`src/rtl/psfb_pkg.sv`:
```
package psfb_pkg;
  localparam int unsigned LEGS = 2;

  typedef struct packed {
    logic hi;
    logic lo;
  } pair_t;
endpackage

```
`src/rtl/psfb_ramp.sv`:
```
module psfb_ramp #(
  parameter int unsigned CNT_W = 8,
  parameter int unsigned TERM  = 199
) (
  input  logic             clk,
  input  logic             rst_n,
  input  logic             en,
  input  logic             sync_in,
  output logic [CNT_W-1:0] cnt_q,
  output logic             tick,
  output logic             sync_out
);
  localparam logic [CNT_W-1:0] LAST = CNT_W'(TERM);
  localparam logic [CNT_W-1:0] STEP = CNT_W'(1);

  // boundary: external request or terminal count reached while running
  assign tick = sync_in | (en & (cnt_q == LAST));

  always_ff @(posedge clk) begin
    if (!rst_n) begin
      cnt_q    <= '0;
      sync_out <= 1'b0;
    end else begin
      sync_out <= tick;
      if (tick)
        cnt_q <= '0;
      else if (en)
        cnt_q <= cnt_q + STEP;
    end
  end
endmodule

```
`src/rtl/psfb_phase.sv`:
```
module psfb_phase #(
  parameter int unsigned CNT_W = 8
) (
  input  logic             clk,
  input  logic             rst_n,
  input  logic             tick,
  input  logic [CNT_W-1:0] cnt_q,
  input  logic [CNT_W-1:0] duty_cmd,
  input  logic             ilim,
  output logic             ph_a,
  output logic             ph_c
);
  localparam logic [CNT_W-1:0] STEP = CNT_W'(1);

  logic [CNT_W-1:0] duty_q;
  logic [CNT_W-1:0] hit_pt;
  logic             cmd_zero;

  // leg 2 catches up at the edge that ends cycle d-1
  assign hit_pt   = duty_q - STEP;
  assign cmd_zero = (duty_cmd == '0);

  always_ff @(posedge clk) begin
    if (!rst_n) begin
      ph_a   <= 1'b0;
      ph_c   <= 1'b0;
      duty_q <= '0;
    end else if (tick) begin
      ph_a   <= ~ph_a;
      duty_q <= duty_cmd;
      // zero command follows A at once; otherwise finish any open delay
      ph_c   <= cmd_zero ? ~ph_a : ph_a;
    end else if (ilim || (cnt_q == hit_pt)) begin
      ph_c <= ph_a;
    end
  end
endmodule

```
`src/rtl/psfb_pair.sv`:
```
module psfb_pair
  import psfb_pkg::*;
(
  input  logic  phase,
  input  logic  kill,
  output pair_t drv
);
  always_comb begin
    drv.hi = phase & ~kill;
    drv.lo = ~phase & ~kill;
  end
endmodule

```
`src/rtl/psfb_pwm_core.sv`:
```
module psfb_pwm_core
  import psfb_pkg::*;
#(
  parameter int unsigned CNT_W = 8,
  parameter int unsigned TERM  = 199
) (
  input  logic             clk,
  input  logic             rst_n,
  input  logic             en,
  input  logic             sync_in,
  output logic             sync_out,
  input  logic [CNT_W-1:0] duty_cmd,
  input  logic             ilim,
  input  logic             dis,
  output logic             out_a,
  output logic             out_b,
  output logic             out_c,
  output logic             out_d
);
  logic [CNT_W-1:0] cnt_q;
  logic             tick;
  logic             ph_a;
  logic             ph_c;
  logic [LEGS-1:0]  leg_ph;
  pair_t            leg_drv [LEGS];

  psfb_ramp #(.CNT_W(CNT_W), .TERM(TERM)) u_ramp (
    .clk(clk), .rst_n(rst_n), .en(en), .sync_in(sync_in),
    .cnt_q(cnt_q), .tick(tick), .sync_out(sync_out)
  );

  psfb_phase #(.CNT_W(CNT_W)) u_phase (
    .clk(clk), .rst_n(rst_n), .tick(tick), .cnt_q(cnt_q),
    .duty_cmd(duty_cmd), .ilim(ilim), .ph_a(ph_a), .ph_c(ph_c)
  );

  assign leg_ph = {ph_c, ph_a};

  for (genvar g = 0; g < LEGS; g++) begin : g_leg
    psfb_pair u_pair (.phase(leg_ph[g]), .kill(dis), .drv(leg_drv[g]));
  end

  assign out_a = leg_drv[0].hi;
  assign out_b = leg_drv[0].lo;
  assign out_c = leg_drv[1].hi;
  assign out_d = leg_drv[1].lo;
endmodule

```
`config.mk`:
```
export PLATFORM = sky130hd
export DESIGN_NAME = psfb_pwm_core
export DESIGN_NICKNAME = d
export VERILOG_FILES = /design/src/rtl/psfb_pkg.sv /design/src/rtl/psfb_ramp.sv /design/src/rtl/psfb_phase.sv /design/src/rtl/psfb_pair.sv /design/src/rtl/psfb_pwm_core.sv
export SDC_FILE = /design/constraint.sdc
export NUM_CORES = 1
export LEC_CHECK = 0
export BUFFER_PORTS_ARGS = -buffer_cell sky130_fd_sc_hd__buf_2
export CORE_AREA = 5 5 53 78
export DETAILED_ROUTE_END_ITERATION = 7
export DIE_AREA = 0 0 58 83
export HOLD_SLACK_MARGIN = 0.05
export PLACE_DENSITY = 0.53
export SLEW_MARGIN = 20
export SYNTH_ARGS = -nofsm -noshare
export SYNTH_HDL_FRONTEND = slang
export SYNTH_SLANG_ARGS = --single-unit
```
`constraint.sdc`:
```
create_clock -name clk -period 2.47 [get_ports clk]
set_clock_uncertainty 0.2 [all_clocks]
set_input_delay 0.3705 -clock clk [delete_from_list [all_inputs] [get_ports clk]]
set_output_delay 0.3705 -clock clk [all_outputs]
set_load 0.03 [all_outputs]
```
Word-level counts from Yosys, hierarchy flattened
Cells that the tools add are included.
- RAM bits: 0
- bits in read-only memories: 0
- latch bits: 0
- output and inout bits: 5
- memories: 0
- logic and storage cells: 26
- register bits after elaboration: 19
- input bits: 14
- multipliers: 0
- bitwise operators: 10
- muxes and demuxes: 3
- reduce and logical (&&, ||, !) cells: 4
- divide/modulo/power cells: 0
- $add $sub $neg: 2
- magnitude comparators: 0
- shift-type cells: 0
- eq/ne operators: 2
- operators by type and width (kind ; number):
    $add 8x1->8 const B ; 1
    $eq 8x8->1 ; 1
    $eq 8x8->1 const B ; 1
    $logic_not 8->1 ; 1
    $sub 8x1->8 const B ; 1
    $and 1x1->1 ; 5
    $not 1->1 ; 4
    $mux 1 ; 3
    $reduce_bool 2->1 ; 1
    $reduce_or 2->1 ; 1
    $logic_or 1x1->1 ; 1
    $or 1x1->1 ; 1

Depth between registers and ports, before layout
Gate-level depths: netlist of run 1.
- word-level depth: 5
- depth in mapped cells: 8
- depth with buffers taken out: 8

Modules after synthesis
A second synthesis of run 1 with hierarchy kept.
- cells, all modules: 119
- area, all modules: 1122.3 um^2
- modules (own cells, without submodules) (module ; sequential area each (um^2) ; instances ; area an instance (um^2) ; cells each):
    psfb_phase ; 200.2 ; 1 ; 651.9 ; 72
    psfb_ramp ; 180.2 ; 1 ; 435.4 ; 43
    psfb_pair ; 0.0 ; 2 ; 17.5 ; 2

Worst setup path after synthesis of run 1
Ideal clock, no wire load.
- path type: reg2reg
- from: register u_phase.duty_q[0]
- to: register u_phase.ph_c
- clock period less this slack: 2345 ps
- required time: 2197 ps
- path buffers: 0
- arrival time: 2073 ps
- cell stages (with the launch flop): 9
- setup slack: 125 ps
- setup time: 73 ps
- path through: dfxtp_1 > inv_1 > ha_1 > xor2_1 > nand2_1 > or4_1 > a311o_1 > and4b_4 > nor3b_2
- longest elaborated chain between the ends: 4
- ends and longest elaborated chain (what ; RTL line ; source):
    start: declaration ; psfb_phase.sv:15 ; logic [CNT_W-1:0] duty_q;
    start signal: assignment ; psfb_phase.sv:30 ; duty_q <= duty_cmd;
    $sub 8x1->8 ; psfb_phase.sv:20 ; assign hit_pt = duty_q - STEP;
    $eq 8x8->1 ; psfb_phase.sv:33 ; end else if (ilim || (cnt_q == hit_pt)) begin
    $logic_or 1x1->1 ; psfb_phase.sv:33 ;
    $reduce_bool 2->1 (no source line) ; - ;
    end signal: assignment ; psfb_phase.sv:32 ; ph_c <= cmd_zero ? ~ph_a : ph_a;
    end signal: assignment ; psfb_phase.sv:34 ; ph_c <= ph_a;
    end: declaration ; psfb_phase.sv:11 ; output logic ph_c
No other way between the ends.
A chain may end at the register's enable or synchronous reset.

Worst setup path after layout of run 1
- from: register u_phase.duty_q[1]
- to: register u_phase.ph_c
Same word-level chain as after synthesis.

==> metrics.md, run 1 <==
| Metric | Value |
|---|---|
| Yosys cell types | `35` |
| Clk Latency, worst-skew pair | `0.25 ns` |
| RSZ-0062 raised after global routing | `no` |
| Routed vias/inst | `4.729` |
| Via count | `856` |
| CTS Buf Count | `3` |
| H-tree Lvls | `1` |
| Final setup violation count | `0` |
| Syn Nets | `133` |
| Largest fanout on the critical path | `4` |
| PnR worst setup slack | `0.1393 ns` |
| # rows | `26` |
| Crit. End Element | `flip-flop` |
| DRT Wirelength | `2189 um` |
| Num ports | `19` |
| Crit start category | `flip-flop` |
| DRT iter0 DRCs | `2` |
| Ys flop type | `dfxtp_1` |
| Required time worst endpoint | `2.45 ns` |
| Port buffer count | `18` |
| CTS clk-pin slew, worst paths | `0.07 ns` |
| Layout Nets | `156` |
| Grt total ovfl | `0` |
| Core ar. | `3383 sq um` |
| Flops & latches, synth | `19` |
| Max_slew headroom | `78.38%` |
| Post-route minimum period | `2.331 ns` |
| Cells after Synth | `117` |
| Cell area after synthesis | `1070 sq um` |
| DIE WIDTH | `58 um` |
| Dpl hpwl | `1739 um` |
| DIE AREA | `4814 sq um` |
| First-pass GRT wire length | `3919 um` |
| Mapped Avg Cell Area | `9.143 sq um` |
| Ys Warns | `0` |
| Period Utilization, post-route | `94.36%` |
| Worst hold path type | `in2reg` |
| Status | `complete, no violations` |
| Clock buffer depth | `2` |
| Root Buffer | `clkbuf_8` |
| Slowest cell delay on critical path | `0.52 ns` |
| Clock Sinks | `19` |
| Slowest cell on crit path | `or4_1` |
| Starting Density | `31.62%` |
| Vias in the first global route | `882` |
| Antenna violations before repair | `0` |
| CP Class | `reg2reg` |
| Routability Congestion | `0.7374` |
| Async S/R FF share, synth | `0%` |
| GRT Total Usage | `10.07%` |
| Pre-Repair DR Iteration Count | `4` |
| Hold Vio Cnt, Final | `0` |
| CP Cell Sequence | `inv_1, ha_1, xor2_1, nand2_1, or4_1, a311o_1, and4b_4, nor3b_2` |
| Number of remaining DRC errors | `0` |
| Routed len/inst | `12.09 um` |
| Sequential share of the synthesized area | `35.56%` |
| Maximum achievable frequency | `0.4291 GHz` |
| Area grow syn2layout | `18.95%` |
| Worst-Margin Slew | `0.3213 ns` |
| Diode count | `0` |
| Max Cap Viol | `0` |
| TritonCTS clock tree | `done` |
| Largest net degree at the start of global routing | `15` |
| Place WS | `0.03298 ns` |
| Final TNS setup | `0 ns` |
| Worst vdd ir | `0.2793 mV` |
| Final Slew Violations | `0` |
| Post-synth EDFFs | `0` |
| Total power | `664.1 uW` |
| Power per Cell Area | `521.9 nW/um^2` |
| Die Ht | `83 um` |
| Layout cells sized above 1 | `22.30%` |
| Crit path DAT | `2.31 ns` |
| Leak Pwr | `0.0005111 uW` |
| ANT nets after route | `0` |
[cell usage in the layout, fill, tap and decap left out]
| cell | synthesis | layout |
|---|---|---|
| or4_1 | 2 | 2 |
| a311o_1 | 1 | 1 |
| nand3_1 | 2 | 2 |
| a31oi_1 | 1 | 1 |
| o211ai_1 | 1 | 1 |
| clkbuf_8 | 1 | 3 |
| nand2_1 | 6 | 6 |
| nor4b_1 | 1 | 1 |
| nor3b_1 | 2 | 1 |
| and2_1 | 1 | 1 |
| inv_1 | 4 | 4 |
| nor3_1 | 3 | 3 |
| nand4_1 | 3 | 3 |
| buf_2 | 1 | 18 |
| ha_1 | 2 | 2 |
| dfxtp_2 | 0 | 1 |
| buf_12 | 0 | 1 |
| nand3b_1 | 1 | 1 |
| nand2b_1 | 2 | 2 |
| a21boi_0 | 1 | 1 |
| nor3b_2 | 1 | 2 |
| nor3_2 | 1 | 1 |
| nor2b_1 | 11 | 11 |
| buf_4 | 0 | 3 |
| nor2_1 | 14 | 14 |
| xnor2_2 | 1 | 1 |
| a41oi_1 | 1 | 1 |
| o21ai_0 | 1 | 1 |
| xnor2_1 | 10 | 10 |
| clkbuf_1 | 1 | 1 |
| dfxtp_1 | 19 | 18 |
| nor4_1 | 2 | 2 |
| a22oi_1 | 1 | 1 |
| and3_1 | 1 | 1 |
| and4b_4 | 1 | 1 |
| mux2i_1 | 9 | 9 |
| xor2_1 | 7 | 7 |
[per-layer routing]
layer	GRT usage (%)	routed length (um)	vias up
met2	17.18	1158	17
met5	0	0	-
met4	3.797	17	0
met3	1.553	75	2
li1	-	-	440
met1	12.32	938	397
[worst max-delay path: cells and delay by family, from the launching register on]
kind	cells	cell delay [ns]
adders and majority gates	1	0.27
DFF	1	0.35
xor gates and xnor gates	1	0.14
AOI/OAI and AO/OA	1	0.30
and+or+nand+nor	4	0.94
buffers and inverters	1	0.05
[cells in the mapped netlist (2+ instances only)]
cell type | n | area (sq um)
ha_1 | 2 | 25.02
or4_1 | 2 | 15.01
inv_1 | 4 | 15.01
nor3_1 | 3 | 15.01
dfxtp_1 | 19 | 380.4
nor2b_1 | 11 | 68.82
xnor2_1 | 10 | 87.58
nand2_1 | 6 | 22.52
mux2i_1 | 9 | 90.09
nor2_1 | 14 | 52.55
nor3b_1 | 2 | 15.01
nand3_1 | 2 | 10.01
nor4_1 | 2 | 12.51
nand2b_1 | 2 | 12.51
xor2_1 | 7 | 61.31
nand4_1 | 3 | 18.77
[repair_timing]
action | 4_1_cts | 5_1_grt
resized for setup | 0 | 2
endpoints found under the setup margin | 0 | 1
buffers inserted | 0 | 0
hold buffers | 0 | 0
[kinds of logic (layout without fill, tap and decap cells)]
group | Yosys count | after routing | share of synthesized area, %
AND/OR/NAND/NOR | 54 | 54 | 28.77
adder cells (fa/ha/maj) | 2 | 2 | 2.339
multiplexers | 9 | 9 | 8.421
buffers and inverters | 8 | 30 | 4.560
flip-flops | 19 | 19 | 35.56
AO/OA/AOI/OAI | 7 | 7 | 4.913
XOR/XNOR | 18 | 18 | 15.44
[path summary, 6_finish.rpt]
path / from / endpoint / slack, ns / cells past startpoint
worst max-delay path: u_phase.duty_q[1] / u_phase.ph_c / 0.14 / 8
worst min-delay path: duty_cmd[1] / u_phase.duty_q[1] / 0.19 / 3
worst max register to register: u_phase.duty_q[1] / u_phase.ph_c / 0.14 / 8
worst min register to register: u_phase.duty_q[7] / u_phase.duty_q[7] / 0.34 / 2
[flip-flops by register name, indices dropped and copies added, names as in the netlist]
register / flops
u_ramp.cnt_q: 8
u_ramp.sync_out: 1
u_phase.ph_c: 1
u_phase.duty_q: 8
u_phase.ph_a: 1
[final cells by class]
cell class	count	area [sq um]
fill	371	2111
multi-input combinational	90	645.6
sequential	19	381.6
timing repair buffer	22	132.6
tap	42	52.55
clock buffer	4	45.04
inverter	4	15.01
[per-stage QoR]
step	hold WS [ns]	utilization (%)	cells	area, sq um
after global routing	0.2116	37.61	181	1272
after floorplan	0.3076	-	117	1070
after detailed placement	0.3362	36.09	177	1221
after global placement	0.3299	36.09	177	1221
after CTS	0.1790	37.43	181	1266
final	0.1856	37.61	181	1272
[report_power, final]
group	internal, uW	switching [uW]	leakage, uW
clock	115	100	0.0000228
combinational	59.4	56.0	0.000332
sequential	319	14.4	0.000156
total	493	171	0.000511
Note: power is estimated with default switching activity, not from simulation.
==> inputs of run 2 (changes only) <==
--- a/config.mk
+++ b/config.mk
@@ -11,6 +11,7 @@
 export DIE_AREA = 0 0 58 83
 export HOLD_SLACK_MARGIN = 0.05
 export PLACE_DENSITY = 0.53
+export SETUP_SLACK_MARGIN = 0.5
 export SLEW_MARGIN = 20
 export SYNTH_ARGS = -nofsm -noshare
 export SYNTH_HDL_FRONTEND = slang
==> metrics.md, run 2 (synthesized netlist as in run 1, its figures left out) <==
| Metric | Value |
|---|---|
| Status | `complete, no violations` |
| Largest fanout on the critical path | `5` |
| Port buffer count | `18` |
| DIE WIDTH | `58 um` |
| Crit Reg-Reg Startpoint | `u_phase.duty_q[0]` |
| Worst Hold Depth | `3` |
| Number of remaining DRC errors | `0` |
| Worst vdd ir | `0.2739 mV` |
| Required time worst endpoint | `2.46 ns` |
| Layout Nets | `157` |
| Crit path DAT | `2.30 ns` |
| Antenna violations before repair | `0` |
| Clock Sinks | `19` |
| ANT nets after route | `0` |
| Worst-Margin Slew | `0.4038 ns` |
| Commonest cells after routing, fill and taps aside | `18 x buf_2, 17 x dfxtp_1, 14 x nor2_1` |
| Register area | `385.4 sq um` |
| Fill cell count | `374` |
| GRT Total Usage | `10.69%` |
| RSZ-0062 raised after global routing | `yes` |
| Period Utilization, post-route | `93.58%` |
| Leak Pwr | `0.0005204 uW` |
| Largest net degree at the start of global routing | `13` |
| Vias in the first global route | `904` |
| Pre-Repair DR Iteration Count | `4` |
| Routed vias/inst | `4.780` |
| TritonCTS clock tree | `done` |
| # rows | `26` |
| Most common cell after layout, fill and taps aside | `buf_2` |
| CTS clk-pin slew, worst paths | `0.07 ns` |
| Final TNS setup | `0 ns` |
| Final hold slack | `0.1804 ns` |
| Post-route minimum period | `2.312 ns` |
| Area grow syn2layout | `21.40%` |
| Root Buffer | `clkbuf_8` |
| PnR worst setup slack | `0.1585 ns` |
| Routability Congestion | `0.7396` |
| Clock buffer depth | `2` |
| Power per Cell Area | `516.4 nW/um^2` |
| Post-Place Cells | `177` |
| Max_slew headroom | `72.83%` |
| Place WS | `0.1279 ns` |
| Die Ht | `83 um` |
| DRT iter0 DRCs | `29` |
| DRT Wirelength | `2325 um` |
| Biggest regs | `u_phase.duty_q (8), u_ramp.cnt_q (8)` |
| Starting Density | `31.62%` |
| Multi-input gate area | `673.1 sq um` |
| Diode count | `0` |
| DIE AREA | `4814 sq um` |
| Routed len/inst | `12.77 um` |
| Worst hold path type | `in2reg` |
| Dpl hpwl | `1832 um` |
| R2r endpoint | `u_phase.ph_c` |
| Num ports | `19` |
| Final std cells w/o fill | `182` |
| Final Slew Violations | `0` |
| Via count | `870` |
| R2R setup slack | `0.16 ns` |
| Grt total ovfl | `0` |
| Core ar. | `3383 sq um` |
| CTS Buf Count | `3` |
| Clk Latency, worst-skew pair | `0.26 ns` |
| H-tree Lvls | `1` |
| Max Cap Viol | `0` |
| Layout cells sized above 1 | `26.43%` |
| Hold_buf cts | `0` |
| Hold Vio Cnt, Final | `0` |
| Hold endpoint | `u_phase.duty_q[4]` |
| Reg2reg path depth | `8` |
| Maximum achievable frequency | `0.4326 GHz` |
| Worst Hold Launch | `duty_cmd[4]` |
| CP Class | `reg2reg` |
| Crit. End Element | `flip-flop` |
| First-pass GRT wire length | `4064 um` |
| Crit start category | `flip-flop` |
| Final setup violation count | `0` |
run 2: cell count changes in the layout (fill, tap and decap cells not counted), sizes merged:
cell and delta:
buf +1
run 2: timing repair:
action,CTS,global route
hold endpoints to repair,0,0
endpoints found under the setup margin,1,5
pin swaps,0,2
gates resized for setup,2,0
setup buffers,1,0
run 2: final cells by class:
| class | count | share of cell area, % |
|---|---|---|
| multi-input combinational | 90 | 51.83 |
| sequential | 19 | 29.67 |
| tap | 42 | 4.046 |
| clock buffer | 4 | 3.468 |
| timing repair buffer | 23 | 9.827 |
| inverter | 4 | 1.156 |
run 2: power breakdown:
part	internal [uW]	switching (uW)	total (uW)	leakage, uW
clock	115	104	219	0.0000228
combinational	59.6	58.0	118	0.000341
sequential	319	15.0	334	0.000157
run 2: critical path, stage by stage, from the launching register on:
cell	delay, ns
dfxtp_4	0.38
inv_2	0.05
ha_4	0.25
xor2_1	0.16
nand2_1	0.08
or4_1	0.48
a311o_1	0.31
and4b_4	0.19
nor3b_2	0.15
run 2: layer usage:
metal | wire [um] | vias up | global-route usage (%)
li1 | - | 446 | -
met1 | 928 | 400 | 11.96
met2 | 1244 | 20 | 18.83
met3 | 99 | 4 | 1.863
met4 | 53 | 0 | 5.063
met5 | 0 | - | 0
run 2: worst max-delay path by stage:
stage                                  from      endpoint  slack (ns)
final                     u_phase.duty_q[0]  u_phase.ph_c        0.16
after global routing      u_phase.duty_q[0]  u_phase.ph_c        0.07
after CTS                 u_phase.duty_q[0]  u_phase.ph_c        0.20
after detailed placement  u_phase.duty_q[1]  u_phase.ph_c        0.13
after global placement    u_phase.duty_q[1]  u_phase.ph_c        0.14
after floorplan           u_phase.duty_q[0]  u_phase.ph_c        0.32
run 2: through the flow:
step           utilization (%)  area (sq um)  power, uW
2_1_floorplan                -          1100      421.4
3_5_place_dp             36.61          1239      457.6
4_1_cts                  38.39          1299      678.6
6_report                 38.39          1299      670.6
3_3_place_gp             36.61          1239      454.8
5_1_grt                  38.39          1299      708.4
==> inputs of run 3 (changes only) <==
--- a/config.mk
+++ b/config.mk
@@ -5,12 +5,12 @@
 export SDC_FILE = /design/constraint.sdc
 export NUM_CORES = 1
 export LEC_CHECK = 0
-export BUFFER_PORTS_ARGS = -buffer_cell sky130_fd_sc_hd__buf_2
 export CORE_AREA = 5 5 53 78
 export DETAILED_ROUTE_END_ITERATION = 7
 export DIE_AREA = 0 0 58 83
+export DONT_BUFFER_PORTS = 1
 export HOLD_SLACK_MARGIN = 0.05
-export PLACE_DENSITY = 0.53
+export PLACE_DENSITY = 0.48
 export SETUP_SLACK_MARGIN = 0.5
 export SLEW_MARGIN = 20
 export SYNTH_ARGS = -nofsm -noshare
==> metrics.md, run 3 (synthesized netlist as in run 1, its figures left out) <==
| Metric | Value |
|---|---|
| Num ports | `19` |
| Grt total ovfl | `0` |
| Power per Cell Area | `531.2 nW/um^2` |
| Period Utilization, post-route | `90.31%` |
| Max Cap Viol | `0` |
| Core ar. | `3383 sq um` |
| Layout cells sized above 1 | `16.26%` |
| Root Buffer | `clkbuf_8` |
| Final TNS setup | `0 ns` |
| RSZ-0062 raised after global routing | `yes` |
| Clock buffer depth | `2` |
| Dpl hpwl | `1826 um` |
| Worst-Margin Slew | `0.5781 ns` |
| Pre-Repair DR Iteration Count | `4` |
| Number of remaining DRC errors | `0` |
| Largest fanout on the critical path | `2` |
| DRT iter0 DRCs | `8` |
| Vias in the first global route | `880` |
| Hold Vio Cnt, Final | `0` |
| CTS Buf Count | `3` |
| Final std cells w/o fill | `165` |
| ANT nets after route | `0` |
| Routed len/inst | `13.99 um` |
| Layout Nets | `140` |
| Largest net degree at the start of global routing | `12` |
| H-tree Lvls | `1` |
| Post-Place Cells | `158` |
| DIE WIDTH | `58 um` |
| Reg2reg path depth | `8` |
| Crit start category | `flip-flop` |
| Leak Pwr | `0.0004543 uW` |
| CTS clk-pin slew, worst paths | `0.08 ns` |
| Crit Reg-Reg Startpoint | `u_phase.duty_q[1]` |
| Area grow syn2layout | `15.44%` |
| CP Class | `reg2reg` |
| Biggest regs | `u_phase.duty_q (8), u_ramp.cnt_q (8)` |
| Routability Congestion | `0.7112` |
| Total power | `656.1 uW` |
| Util after Layout | `36.50%` |
| First-pass GRT wire length | `4209 um` |
| Worst Hold Depth | `2` |
| Antenna violations before repair | `0` |
| GRT Total Usage | `10.91%` |
| Diode count | `0` |
| Most common cell after layout, fill and taps aside | `dfxtp_1` |
| Maximum achievable frequency | `0.4483 GHz` |
| DIE AREA | `4814 sq um` |
| Routed vias/inst | `5.036` |
| R2R setup slack | `0.24 ns` |
| Crit path DAT | `2.23 ns` |
| Clk Latency, worst-skew pair | `0.26 ns` |
| Starting Density | `31.62%` |
| Clock Sinks | `19` |
| Worst vdd ir | `0.3698 mV` |
| Commonest cells after routing, fill and taps aside | `17 x dfxtp_1, 14 x nor2_1, 11 x nor2b_1` |
| Port buffer count | `0` |
| Crit. End Element | `flip-flop` |
| Final hold slack | `0.06542 ns` |
| R2r endpoint | `u_phase.ph_c` |
| TritonCTS clock tree | `done` |
| Final Slew Violations | `0` |
| DRT Wirelength | `2309 um` |
| Die Ht | `83 um` |
| Status | `complete, no violations` |
| Worst Hold Launch | `en` |
| Via count | `831` |
| Worst hold path type | `in2reg` |
| Final setup violation count | `0` |
| Post-route minimum period | `2.231 ns` |
| Required time worst endpoint | `2.47 ns` |
| # rows | `26` |
| Max_slew headroom | `61.38%` |
| Hold endpoint | `u_ramp.cnt_q[0]` |
[run 3: cell types whose count changed in the layout (fill, tap and decap cells not counted), sizes merged]
cell and change:
dlygate4sd3 +1, buf -18, clkbuf -1, clkinv +1
[run 3: layout make-up]
class | instances | area (sq um)
Inverter | 4 | 15.01
Timing Repair Buffer | 6 | 51.30
Fill cell | 361 | 2148
Clock inverter | 1 | 5.005
Tap cell | 42 | 52.55
Sequential cell | 19 | 385.4
Multi-Input combinational cell | 90 | 684.4
Clock buffer | 3 | 41.29
[run 3: metal layers]
layer | vias up | global-route usage, % | routed length (um)
met3 | 5 | 3.261 | 154
met5 | - | 0 | 0
met1 | 390 | 11.86 | 871
li1 | 412 | - | -
met4 | 0 | 3.797 | 39
met2 | 24 | 19.34 | 1243
[run 3: how the worst max path moves through the flow]
stage | start | end | slack, ns | depth (start not counted)
finish | u_phase.duty_q[1] | u_phase.ph_c | 0.24 | 8
global route | u_phase.duty_q[1] | u_phase.ph_c | 0.11 | 8
CTS | u_phase.duty_q[1] | u_phase.ph_c | 0.24 | 8
detailed placement | u_phase.duty_q[1] | u_phase.ph_c | 0.11 | 8
global placement | u_phase.duty_q[0] | u_phase.ph_c | 0.23 | 8
floorplan | u_phase.duty_q[0] | u_phase.ph_c | 0.32 | 8
[run 3: metrics by stage]
step / cell area [sq um] / setup WS, ns
4_1_cts: 1220 / 0.2369
2_1_floorplan: 1100 / 0.3190
3_5_place_dp: 1141 / 0.1130
5_1_grt: 1235 / 0.1105
6_report: 1235 / 0.2394
3_3_place_gp: 1141 / 0.2283
[run 3: critical path, cell delays in order, from the launching register on]
cell and delay, ns:
dfxtp_2 0.33, inv_1 0.06, ha_4 0.16, xnor2_2 0.12, xnor2_1 0.13, or4_1 0.53
a311o_1 0.30, and4b_4 0.19, nor3b_2 0.14
[run 3: report_power, final]
group          internal, uW  switching (uW)
Combinational          52.2            48.5
Clock                   112             108
Sequential              319            16.5
Total                   483             173
[run 3: repair_timing]
action                     CTS  global route
setup endpoints to repair    1            10
gates resized for setup      2             2
hold endpoints to repair    10             0
hold buffers                 1             0
setup buffers                2             0
pin swaps                    0             1
cloned                       0             0
